===== config.mk =====
export PLATFORM = sky130hd
export DESIGN_NAME = sreg_port
export DESIGN_NICKNAME = d
export VERILOG_FILES = /design/src/rtl/srp_pkg.sv /design/src/rtl/srp_sync.sv /design/src/rtl/srp_frame.sv /design/src/rtl/srp_bank.sv /design/src/rtl/srp_shout.sv /design/src/rtl/sreg_port.sv
export SDC_FILE = /design/constraint.sdc
export NUM_CORES = 2
export LEC_CHECK = 0
export BUFFER_PORTS_ARGS = -buffer_cell sky130_fd_sc_hd__buf_2
export CAP_MARGIN = 20
export CORE_AREA = 2 2 451 453
export CTS_CLUSTER_DIAMETER = 100
export DETAILED_ROUTE_END_ITERATION = 12
export DIE_AREA = 0 0 453 455
export SLEW_MARGIN = 20
export SYNTH_ARGS = -nofsm -noshare
export SYNTH_HDL_FRONTEND = slang
export SYNTH_SLANG_ARGS = --single-unit

===== constraint.sdc =====
create_clock -name clk -period 3.1 [get_ports clk]
set_clock_uncertainty 0.1 [all_clocks]
set_input_delay 0.62 -clock clk [delete_from_list [all_inputs] [get_ports clk]]
set_output_delay 0.62 -clock clk [all_outputs]
set_load 0.02 [all_outputs]

===== src/rtl/srp_pkg.sv =====
package srp_pkg;

   // Role of the bit captured on a given rising serial edge (edges count from 1)
   typedef enum logic [2:0] {
      PH_NONE,
      PH_FLAG,
      PH_ADDR,
      PH_DATA,
      PH_TAIL
   } bit_ph_e;

   function automatic bit_ph_e edge_phase(input int k, input int aw, input int dw);
      if (k == 1)                  return PH_FLAG;
      else if (k >= 2 && k <= 1 + aw)   return PH_ADDR;
      else if (k > 1 + aw && k <= 1 + aw + dw) return PH_DATA;
      else if (k == 2 + aw + dw)   return PH_TAIL;
      else                         return PH_NONE;
   endfunction

endpackage


===== src/rtl/srp_sync.sv =====
module srp_sync #(
   parameter int W      = 1,
   parameter int STAGES = 2
) (
   input  logic         clk,
   input  logic         rst_n,
   input  logic [W-1:0] d,
   output logic [W-1:0] q
);

   if (STAGES == 0) begin : g_thru
      assign q = d;
   end else begin : g_chain
      logic [W-1:0] st [STAGES];
      always_ff @(posedge clk or negedge rst_n) begin
         if (!rst_n) begin
            for (int s = 0; s < STAGES; s++) st[s] <= '0;
         end else begin
            st[0] <= d;
            for (int s = 1; s < STAGES; s++) st[s] <= st[s-1];
         end
      end
      assign q = st[STAGES-1];
   end

endmodule


===== src/rtl/srp_frame.sv =====
module srp_frame
   import srp_pkg::*;
#(
   parameter int ADDR_W = 6,
   parameter int DATA_W = 24,
   localparam int FRAME_LEN = ADDR_W + DATA_W + 2,
   localparam int CNT_W     = $clog2(FRAME_LEN + 1),
   localparam int ADDR_LAST = ADDR_W + 1
) (
   input  logic              clk,
   input  logic              rst_n,
   input  logic              s_clk,
   input  logic              s_en,
   input  logic              s_di,
   output logic              fall_o,
   output logic [CNT_W-1:0]  rcnt_o,
   output logic [CNT_W-1:0]  fcnt_o,
   output logic [ADDR_W-1:0] addr_o,
   output logic [DATA_W-1:0] wdata_o,
   output logic              wr_stb_o,
   output logic              rd_load_o
);

   logic              clk_d;
   logic              rise;
   logic              rw;
   logic [CNT_W-1:0]  rcnt;
   logic [CNT_W-1:0]  fcnt;
   logic [ADDR_W-1:0] addr;
   logic [DATA_W-1:0] wdata;
   logic              wr_stb;
   logic              rd_load;
   int                k_next;

   assign rise   = s_clk & ~clk_d;
   assign fall_o = ~s_clk & clk_d;
   assign k_next = int'(rcnt) + 1;

   always_ff @(posedge clk or negedge rst_n) begin
      if (!rst_n) begin
         clk_d   <= 1'b0;
         rw      <= 1'b0;
         rcnt    <= '0;
         fcnt    <= '0;
         addr    <= '0;
         wdata   <= '0;
         wr_stb  <= 1'b0;
         rd_load <= 1'b0;
      end else begin
         clk_d   <= s_clk;
         wr_stb  <= 1'b0;
         rd_load <= 1'b0;
         // The final falling edge arrives together with enable dropping
         if (fall_o && fcnt == CNT_W'(FRAME_LEN - 1) &&
             rcnt == CNT_W'(FRAME_LEN) && !rw)
            wr_stb <= 1'b1;
         if (!s_en) begin
            rcnt <= '0;
            fcnt <= '0;
         end else begin
            if (rise && rcnt < CNT_W'(FRAME_LEN)) begin
               rcnt <= rcnt + 1'b1;
               unique case (edge_phase(k_next, ADDR_W, DATA_W))
                  PH_FLAG: rw <= s_di;
                  PH_ADDR: begin
                     addr <= {addr[ADDR_W-2:0], s_di};
                     if (k_next == ADDR_LAST) rd_load <= rw;
                  end
                  PH_DATA: wdata <= {wdata[DATA_W-2:0], s_di};
                  default: ;
               endcase
            end
            if (fall_o && fcnt < CNT_W'(FRAME_LEN))
               fcnt <= fcnt + 1'b1;
         end
      end
   end

   assign rcnt_o    = rcnt;
   assign fcnt_o    = fcnt;
   assign addr_o    = addr;
   assign wdata_o   = wdata;
   assign wr_stb_o  = wr_stb;
   assign rd_load_o = rd_load;

endmodule


===== src/rtl/srp_bank.sv =====
module srp_bank #(
   parameter int ADDR_W   = 6,
   parameter int DATA_W   = 24,
   parameter int NUM_REGS = 48
) (
   input  logic                       clk,
   input  logic                       rst_n,
   input  logic                       wr_stb,
   input  logic [ADDR_W-1:0]          addr,
   input  logic [DATA_W-1:0]          wdata,
   output logic [DATA_W-1:0]          rdata,
   output logic [NUM_REGS*DATA_W-1:0] bank_o
);

   for (genvar i = 0; i < NUM_REGS; i++) begin : g_reg
      logic [DATA_W-1:0] q;
      always_ff @(posedge clk or negedge rst_n) begin
         if (!rst_n)
            q <= '0;
         else if (wr_stb && addr == ADDR_W'(i))
            q <= wdata;
      end
      assign bank_o[i*DATA_W +: DATA_W] = q;
   end

   // Addresses past the last register match no entry and read as zero
   always_comb begin
      rdata = '0;
      for (int i = 0; i < NUM_REGS; i++)
         if (addr == ADDR_W'(i)) rdata = bank_o[i*DATA_W +: DATA_W];
   end

endmodule


===== src/rtl/srp_shout.sv =====
module srp_shout #(
   parameter int ADDR_W     = 6,
   parameter int DATA_W     = 24,
   parameter bit IDLE_HIGHZ = 1'b0,
   localparam int FRAME_LEN  = ADDR_W + DATA_W + 2,
   localparam int CNT_W      = $clog2(FRAME_LEN + 1),
   localparam int SHIFT_FROM = ADDR_W + 1,
   localparam int SHIFT_TO   = ADDR_W + DATA_W - 1
) (
   input  logic             clk,
   input  logic             rst_n,
   input  logic             s_en,
   input  logic             fall,
   input  logic [CNT_W-1:0] fcnt,
   input  logic             rd_load,
   input  logic [DATA_W-1:0] rdata,
   output logic             ser_out
);

   logic              active;
   logic [DATA_W-1:0] sh;

   always_ff @(posedge clk or negedge rst_n) begin
      if (!rst_n) begin
         active <= 1'b0;
         sh     <= '0;
      end else if (!s_en) begin
         active <= 1'b0;
      end else if (rd_load) begin
         active <= 1'b1;
         sh     <= rdata;
      end else if (active && fall &&
                   fcnt >= CNT_W'(SHIFT_FROM) && fcnt <= CNT_W'(SHIFT_TO)) begin
         sh <= {sh[DATA_W-2:0], 1'b0};
      end
   end

   if (IDLE_HIGHZ) begin : g_tri
      assign ser_out = active ? sh[DATA_W-1] : 1'bz;
   end else begin : g_low
      assign ser_out = active & sh[DATA_W-1];
   end

endmodule


===== src/rtl/sreg_port.sv =====
module sreg_port #(
   parameter int ADDR_W      = 6,
   parameter int DATA_W      = 24,
   parameter int NUM_REGS    = 48,
   parameter int SYNC_STAGES = 2,
   parameter bit IDLE_HIGHZ  = 1'b0,
   localparam int FRAME_LEN = ADDR_W + DATA_W + 2,
   localparam int CNT_W     = $clog2(FRAME_LEN + 1)
) (
   input  logic                       clk,
   input  logic                       rst_n,
   input  logic                       ser_clk,
   input  logic                       ser_en,
   input  logic                       ser_in,
   output logic                       ser_out,
   output logic [NUM_REGS*DATA_W-1:0] bank_q
);

   if (ADDR_W < 2 || ADDR_W > 12) begin : g_bad_aw
      $error("sreg_port: ADDR_W out of range");
   end
   if (DATA_W < 2) begin : g_bad_dw
      $error("sreg_port: DATA_W too small");
   end
   if (NUM_REGS < 1 || NUM_REGS > (1 << ADDR_W)) begin : g_bad_nr
      $error("sreg_port: NUM_REGS must fit the address space");
   end
   if (SYNC_STAGES < 0 || SYNC_STAGES > 4) begin : g_bad_sync
      $error("sreg_port: SYNC_STAGES out of range");
   end

   logic              s_clk, s_en, s_di;
   logic              fall;
   logic [CNT_W-1:0]  rcnt, fcnt;
   logic [ADDR_W-1:0] addr;
   logic [DATA_W-1:0] wdata, rdata;
   logic              wr_stb, rd_load;

   srp_sync #(.W(3), .STAGES(SYNC_STAGES)) u_sync (
      .clk   (clk),
      .rst_n (rst_n),
      .d     ({ser_clk, ser_en, ser_in}),
      .q     ({s_clk, s_en, s_di})
   );

   srp_frame #(.ADDR_W(ADDR_W), .DATA_W(DATA_W)) u_frame (
      .clk       (clk),
      .rst_n     (rst_n),
      .s_clk     (s_clk),
      .s_en      (s_en),
      .s_di      (s_di),
      .fall_o    (fall),
      .rcnt_o    (rcnt),
      .fcnt_o    (fcnt),
      .addr_o    (addr),
      .wdata_o   (wdata),
      .wr_stb_o  (wr_stb),
      .rd_load_o (rd_load)
   );

   srp_bank #(.ADDR_W(ADDR_W), .DATA_W(DATA_W), .NUM_REGS(NUM_REGS)) u_bank (
      .clk    (clk),
      .rst_n  (rst_n),
      .wr_stb (wr_stb),
      .addr   (addr),
      .wdata  (wdata),
      .rdata  (rdata),
      .bank_o (bank_q)
   );

   srp_shout #(.ADDR_W(ADDR_W), .DATA_W(DATA_W), .IDLE_HIGHZ(IDLE_HIGHZ)) u_shout (
      .clk     (clk),
      .rst_n   (rst_n),
      .s_en    (s_en),
      .fall    (fall),
      .fcnt    (fcnt),
      .rd_load (rd_load),
      .rdata   (rdata),
      .ser_out (ser_out)
   );

endmodule


; After elaboration in Yosys (flattened, before gate mapping)
; Cells that the tools add are included.
[totals]
reg_bits = 1229
[classes]
n_eq_ne = 58
n_addsub = 3
reduce_logical = 65
bitwise_logic = 5
magnitude_cmp = 8
muxes = 67
[ops]
columns = cell, n
row1 = 24-bit 2-to-1 mux, 50
row2 = 6-bit by 5-bit equality test with 1-bit output (second input constant), 17
row3 = 6-bit equality test (second input constant), 17
row4 = 1-bit logical AND, 58
row5 = 6-bit by 4-bit equality test with 1-bit output (second input constant), 8
row6 = 32-bit by 2-bit equality test with 1-bit output (second input constant), 1
row7 = 32-bit by 4-bit equality test with 1-bit output (second input constant), 1
row8 = 32-bit by 7-bit equality test with 1-bit output (second input constant), 1
row9 = 32-bit by 3-bit greater-or-equal comparator with 1-bit output (second input constant), 1
row10 = 32-bit by 4-bit greater-than comparator with 1-bit output (second input constant), 1
row11 = 32-bit by 4-bit less-or-equal comparator with 1-bit output (second input constant), 1
row12 = 32-bit by 6-bit less-or-equal comparator with 1-bit output (second input constant), 1
row13 = 6-bit by 3-bit equality test with 1-bit output (second input constant), 4
row14 = 6-bit 2-to-1 mux, 4
row15 = 3-bit 2-to-1 mux, 6
row16 = 6-bit by 1-bit adder with 6-bit output (second input constant), 2
row17 = 6-bit by 2-bit equality test with 1-bit output (second input constant), 2
row18 = 6-bit < comparator (second input constant), 2
row19 = 3-bit AND reduction, 3
row20 = 6-bit by 1-bit adder with 7-bit output (second input constant), 1
row21 = 1-bit 2-to-1 mux, 7
row22 = 3-bit by 2-bit equality test with 1-bit output (second input constant), 2
row23 = 6-bit by 1-bit equality test with 1-bit output (second input constant), 1
row24 = 6-bit by 3-bit greater-or-equal comparator with 1-bit output (second input constant), 1
row25 = other kinds (9), 14

; Depth between registers and ports, before layout
[depth]
word_depth = 50
depth_mapped = 13
depth_no_buf = 9

; By module
; A second synthesis with hierarchy kept.
[hier_totals]
hier_cells = 4457
area_unflattened_um2 = 57204.9
[by_module_without_submodules]
columns = mod, area_each_um2, n_inst, cells_per_inst
row1 = srp_bank, 53523.8, 1, 4205
row2 = srp_frame, 2152.1, 1, 153
row3 = srp_shout, 1356.3, 1, 90
row4 = srp_sync, 172.7, 1, 9

; Worst setup path before layout
; Ideal clock, no wire load.
[synth_path]
kind = flip-flop to flip-flop
startpoint = register u_frame.addr[3] (netlist: u_frame.addr_o[3])
endpoint = register u_shout.sh[19]
synth_period_minus_slack_ns = 2.593
setup_slack_ns = 0.507
setup_ns = 0.126
stages_incl_launch_ff = 10
arrival_time_ns = 2.367
path_cell_list = dfrtp_1 > or4b_1 > buf_4 > nor2_4 > nor4_1 > a2111oi_2 > o22ai_1 > a2111oi_2 > o21ai_1 > a221o_1
[synth_via]
elab_chain_len = 50
elab_cells_between_ends = 97
cone_classes = eq/ne (47) / mux (49) / reduce/logical (1)
[synth_rtl]
columns = item, line_no
row1 = "start, declared", srp_frame.sv:29  ; logic [ADDR_W-1:0] addr;
row2 = "start signal, assigned", srp_frame.sv:66  ; addr <= {addr[ADDR_W-2:0], s_di};
row3 = 6-bit zero test, srp_bank.sv:30  ; if (addr == ADDR_W'(i)) rdata = bank_o[i*DATA_W +: DATA_W];
row4 = 24-bit 2-to-1 mux (47 in series), srp_bank.sv:30
row5 = 24-bit 2-to-1 mux (*), srp_bank.sv:30
row6 = 24-bit 2-to-1 mux (*), srp_shout.sv:29  ; end else if (rd_load) begin
row7 = "end signal, assigned", srp_shout.sv:31  ; sh <= rdata;
row8 = "end signal, assigned", srp_shout.sv:34  ; sh <= {sh[DATA_W-2:0], 1'b0};
row9 = "end, declared", srp_shout.sv:21  ; logic [DATA_W-1:0] sh;
; Mark *: on every way between the ends. The rest lies on a longest branch, timed or not.
; A chain may end at the register's enable or synchronous reset.

; Worst setup path after layout
[layout_path]
startpoint = register u_frame.addr[5] (netlist: u_frame.addr_o[5])
endpoint = register u_shout.sh[3]
; The elaborated chain is that of the path after synthesis.

==> run metrics <==
Die Y=455 um; fin nets=6,289; vias in the first global route=50,777; DRC Markers=0; critical-path cell list=buf_12 -> or4b_4 -> buf_6 -> nor2_4 -> buf_8 -> a221oi_2 -> o2111ai_2 -> nor2b_4 -> o211ai_1 -> a31oi_2 -> o21ai_1; wire per inst=41.1 um; outcome=complete, but fails checks; worst hold path depth=0; # placed instances=8,663; Post-synth ARST share=100%; Longest Clk Path Bufs=3; Lkg Pwr=41.1 nW; Synth Flop Type=dfrtp_1; post-synthesis cell count=4,604; total CTS buffers=147; min-delay worst type=reg2reg; Sink Count=1,229; Commonest cells post-synth=1,229 x dfrtp_1, 1,179 x mux2_2, 268 x clkbuf_1; initial core utilization=28.3%; post-synth top area share=54.0%; Routed Antenna Nets=0; Rel. slew slack=18.9%; Worst Tran Pin Value=1.22 ns; yosys warns=0; worst setup margin=-0.483 ns; CP Capture Type=register; Final Hold Vio Count=0; pre-CTS setup slack=-1.29 ns; VDD IR max=0.608 mV; CP startpoint kind=register; number of synthesized register bits=1,229; die span in x=453 um; crit share post-route=116%; Cell Area, Synth=57,000 um2; crit-path leading delay family=compound AO/OA/AOI/OAI gates; IO Port Bufs=1,157; CTS H-tree depth=4; CTS tree=yes; largest fanout on the critical path=8; GPL Wtd Cong=1.03; endpoints failing setup=21; Pwr Density=476 nW/um2; WP data required=3.77 ns; Post-synth EDFFs=0; HPWL after detailed placement=286,000 um; via/cell ratio=5.72; # fillers=19,497; Clock Latency Late Sink=0.86 ns; CP Class=reg2reg; crit path DAT=4.25 ns; largest net degree at the start of global routing=78; row count=165; leading post-synthesis cells by cell area=dfrtp_1 54%, mux2_2 23%, a21oi_1 1.9%, clkbuf_1 1.8%, o21ai_0 1.8%; GRT Total Usage=35.0%; Final Non-Filler Cells=9,068; P&R area growth vs syn=39.5%; cell depth of the worst setup path=11; failing checks=negative setup slack; 1st-pass router iterations=8; count leader, synth=dfrtp_1; syn_area_per_cell=12.4 um2; worst reg-to-reg path cell count=11; RSZ-0062 raised after global routing=true; max cap viols=0; I/O pins=1,158; hold_ws=0.259 ns; total power=37.9 mW; Clock transition at path regs=0.07 ns; Max Slew Vio Count=0; CP max stage delay=0.77 ns; Critical-path top delay cell=o211ai_1; Period minus WS final=3.58 ns; syn_nets=4,616; Synth area leader=dfrtp_1; Max Fclk=279 MHz; Total Routed Length=373,000 um; first-pass GRT wire length=486,000 um; Worst Path Buf+Inv=3; die area=206,000 um2; core area=201,000 um2; Yosys cell types=89; initial antenna violation count=17; root buf cell=clkbuf_16; global route overflow=0; share of cells above drive strength 1=58.3%; routed via count=51,897; initial DRC count=6,279; sequential fraction of the synthesis area=54.0%
[registers in the layout (all words and copies together) (netlist names)]
register           cells
u_bank.g.q          1152
u_frame.wdata_o       24
u_shout.sh            24
u_frame.addr_o         6
u_frame.fcnt_o         6
u_frame.rcnt_o         6
u_sync.g_chain.st      3
u_sync.q               3
u_frame.clk_d          1
u_frame.rd_load_o      1
u_frame.rw             1
u_frame.wr_stb_o       1
u_shout.active         1
[power by group]
part / switching, mW / internal (mW) / leakage, nW
Clock: 7.86 / 10.5 / 2.44
Sequential: 0.0222 / 16.1 / 17.1
Combinational: 2.18 / 1.29 / 21.5
Total: 10.1 / 27.8 / 41.1
[cell families (layout without fill, tap and decap cells)]
| family | count (synthesis) | after routing | synth area share (%) |
|---|---|---|---|
| AOI/OAI and AO/OA | 955 | 955 | 10.9 |
| muxes | 1294 | 1294 | 26.0 |
| buffers and inverters | 437 | 2223 | 3.18 |
| and+or+nand+nor | 673 | 673 | 5.64 |
| other | 0 | 6 | 0 |
| xor gates and xnor gates | 9 | 9 | 0.138 |
| adders and majority gates | 7 | 7 | 0.154 |
| DFF | 1229 | 1229 | 54.0 |
[worst register-to-register path, delay by kind of cell (launching register included)]
family	cells	cell delay, ns
buf+inv	3	0.49
compound gates	5	1.61
simple gates	3	0.83
flops	1	0.46
[worst paths after layout]
kind,end,startpoint,slack [ns]
setup / recovery,u_shout.sh[3]$_DFFE_PN0P_,u_frame.addr_o[5]$_DFFE_PN0P_,-0.48
hold / removal,u_sync.q[1]$_DFF_PN0_,u_sync.g_chain.st[4]$_DFF_PN0_,0.26
setup reg to reg,u_shout.sh[3]$_DFFE_PN0P_,u_frame.addr_o[5]$_DFFE_PN0P_,-0.48
hold reg to reg,u_sync.q[1]$_DFF_PN0_,u_sync.g_chain.st[4]$_DFF_PN0_,0.26
max in group asynchronous,u_bank.g_reg[14].q[12]$_DFFE_PN0P_,rst_n,1.50
min in group asynchronous,u_bank.g_reg[42].q[18]$_DFFE_PN0P_,rst_n,0.29
[metrics by stage]
step	TNS [ns]	util, %	instance area (um2)
after global placement	-12.41	35.3	71100
after CTS	-4.24	39.0	78400
after global routing	-4.70	39.5	79500
final	-4.11	39.5	79500
after detailed placement	-12.44	35.3	71100
after floorplan	0	-	57000
[layer usage]
layer | routed length (um) | vias to the layer above | global-route usage (%)
met2 | 173000 | 3210 | 56.7
li1 | - | 20457 | -
met1 | 135000 | 27350 | 40.6
met3 | 30600 | 870 | 8.08
met5 | 93 | - | 0
met4 | 34200 | 10 | 25.5
[final cells by class]
cell class	count	area, um2	area share [%]
clock buffers	210	4240	5.33
flip-flops and latches	1229	30800	38.8
well taps	2672	3340	4.20
multi-input cells	2938	26400	33.3
clock inverters	52	787	0.990
repair buffers	1948	13800	17.4
inverters	13	56.3	0.0708
diodes	6	15.0	0.0189
[cell usage in the layout (no fill, tap or decap), types with 18 or more instances in the layout]
cell,synthesis,layout
dfrtp_1,1229,1198
mux2_2,1179,1178
buf_2,101,1156
buf_4,7,576
nand2_1,261,230
a21oi_1,218,185
o21ai_0,200,168
nor2_1,177,151
clkbuf_16,0,148
buf_12,0,126
o22ai_1,109,98
a22oi_1,93,62
buf_6,3,61
mux2i_1,59,58
o21ai_1,22,36
nand3_1,47,35
nor3_1,40,32
a211oi_1,41,32
o211ai_1,32,32
clkbuf_8,0,32
a22oi_2,0,31
clkbuf_1,268,31
mux4_2,30,30
nand2_2,0,26
mux2_1,26,26
nor2_4,2,24
o221ai_1,34,24
a21oi_2,0,22
dfrtp_2,0,21
nand4_1,19,19
clkinv_2,0,18
[repair_timing]
| action | 4_1_cts | 5_1_grt |
|---|---|---|
| endpoints found under the hold margin | 40 | 0 |
| endpoints found under the setup margin | 24 | 69 |
| buffers inserted | 94 | 59 |
| pin swaps | 87 | 122 |
| resized for setup | 289 | 172 |
| gates cloned | 5 | 1 |
| hold buffers | 4 | 0 |
(Power assumes the default switching activity.)
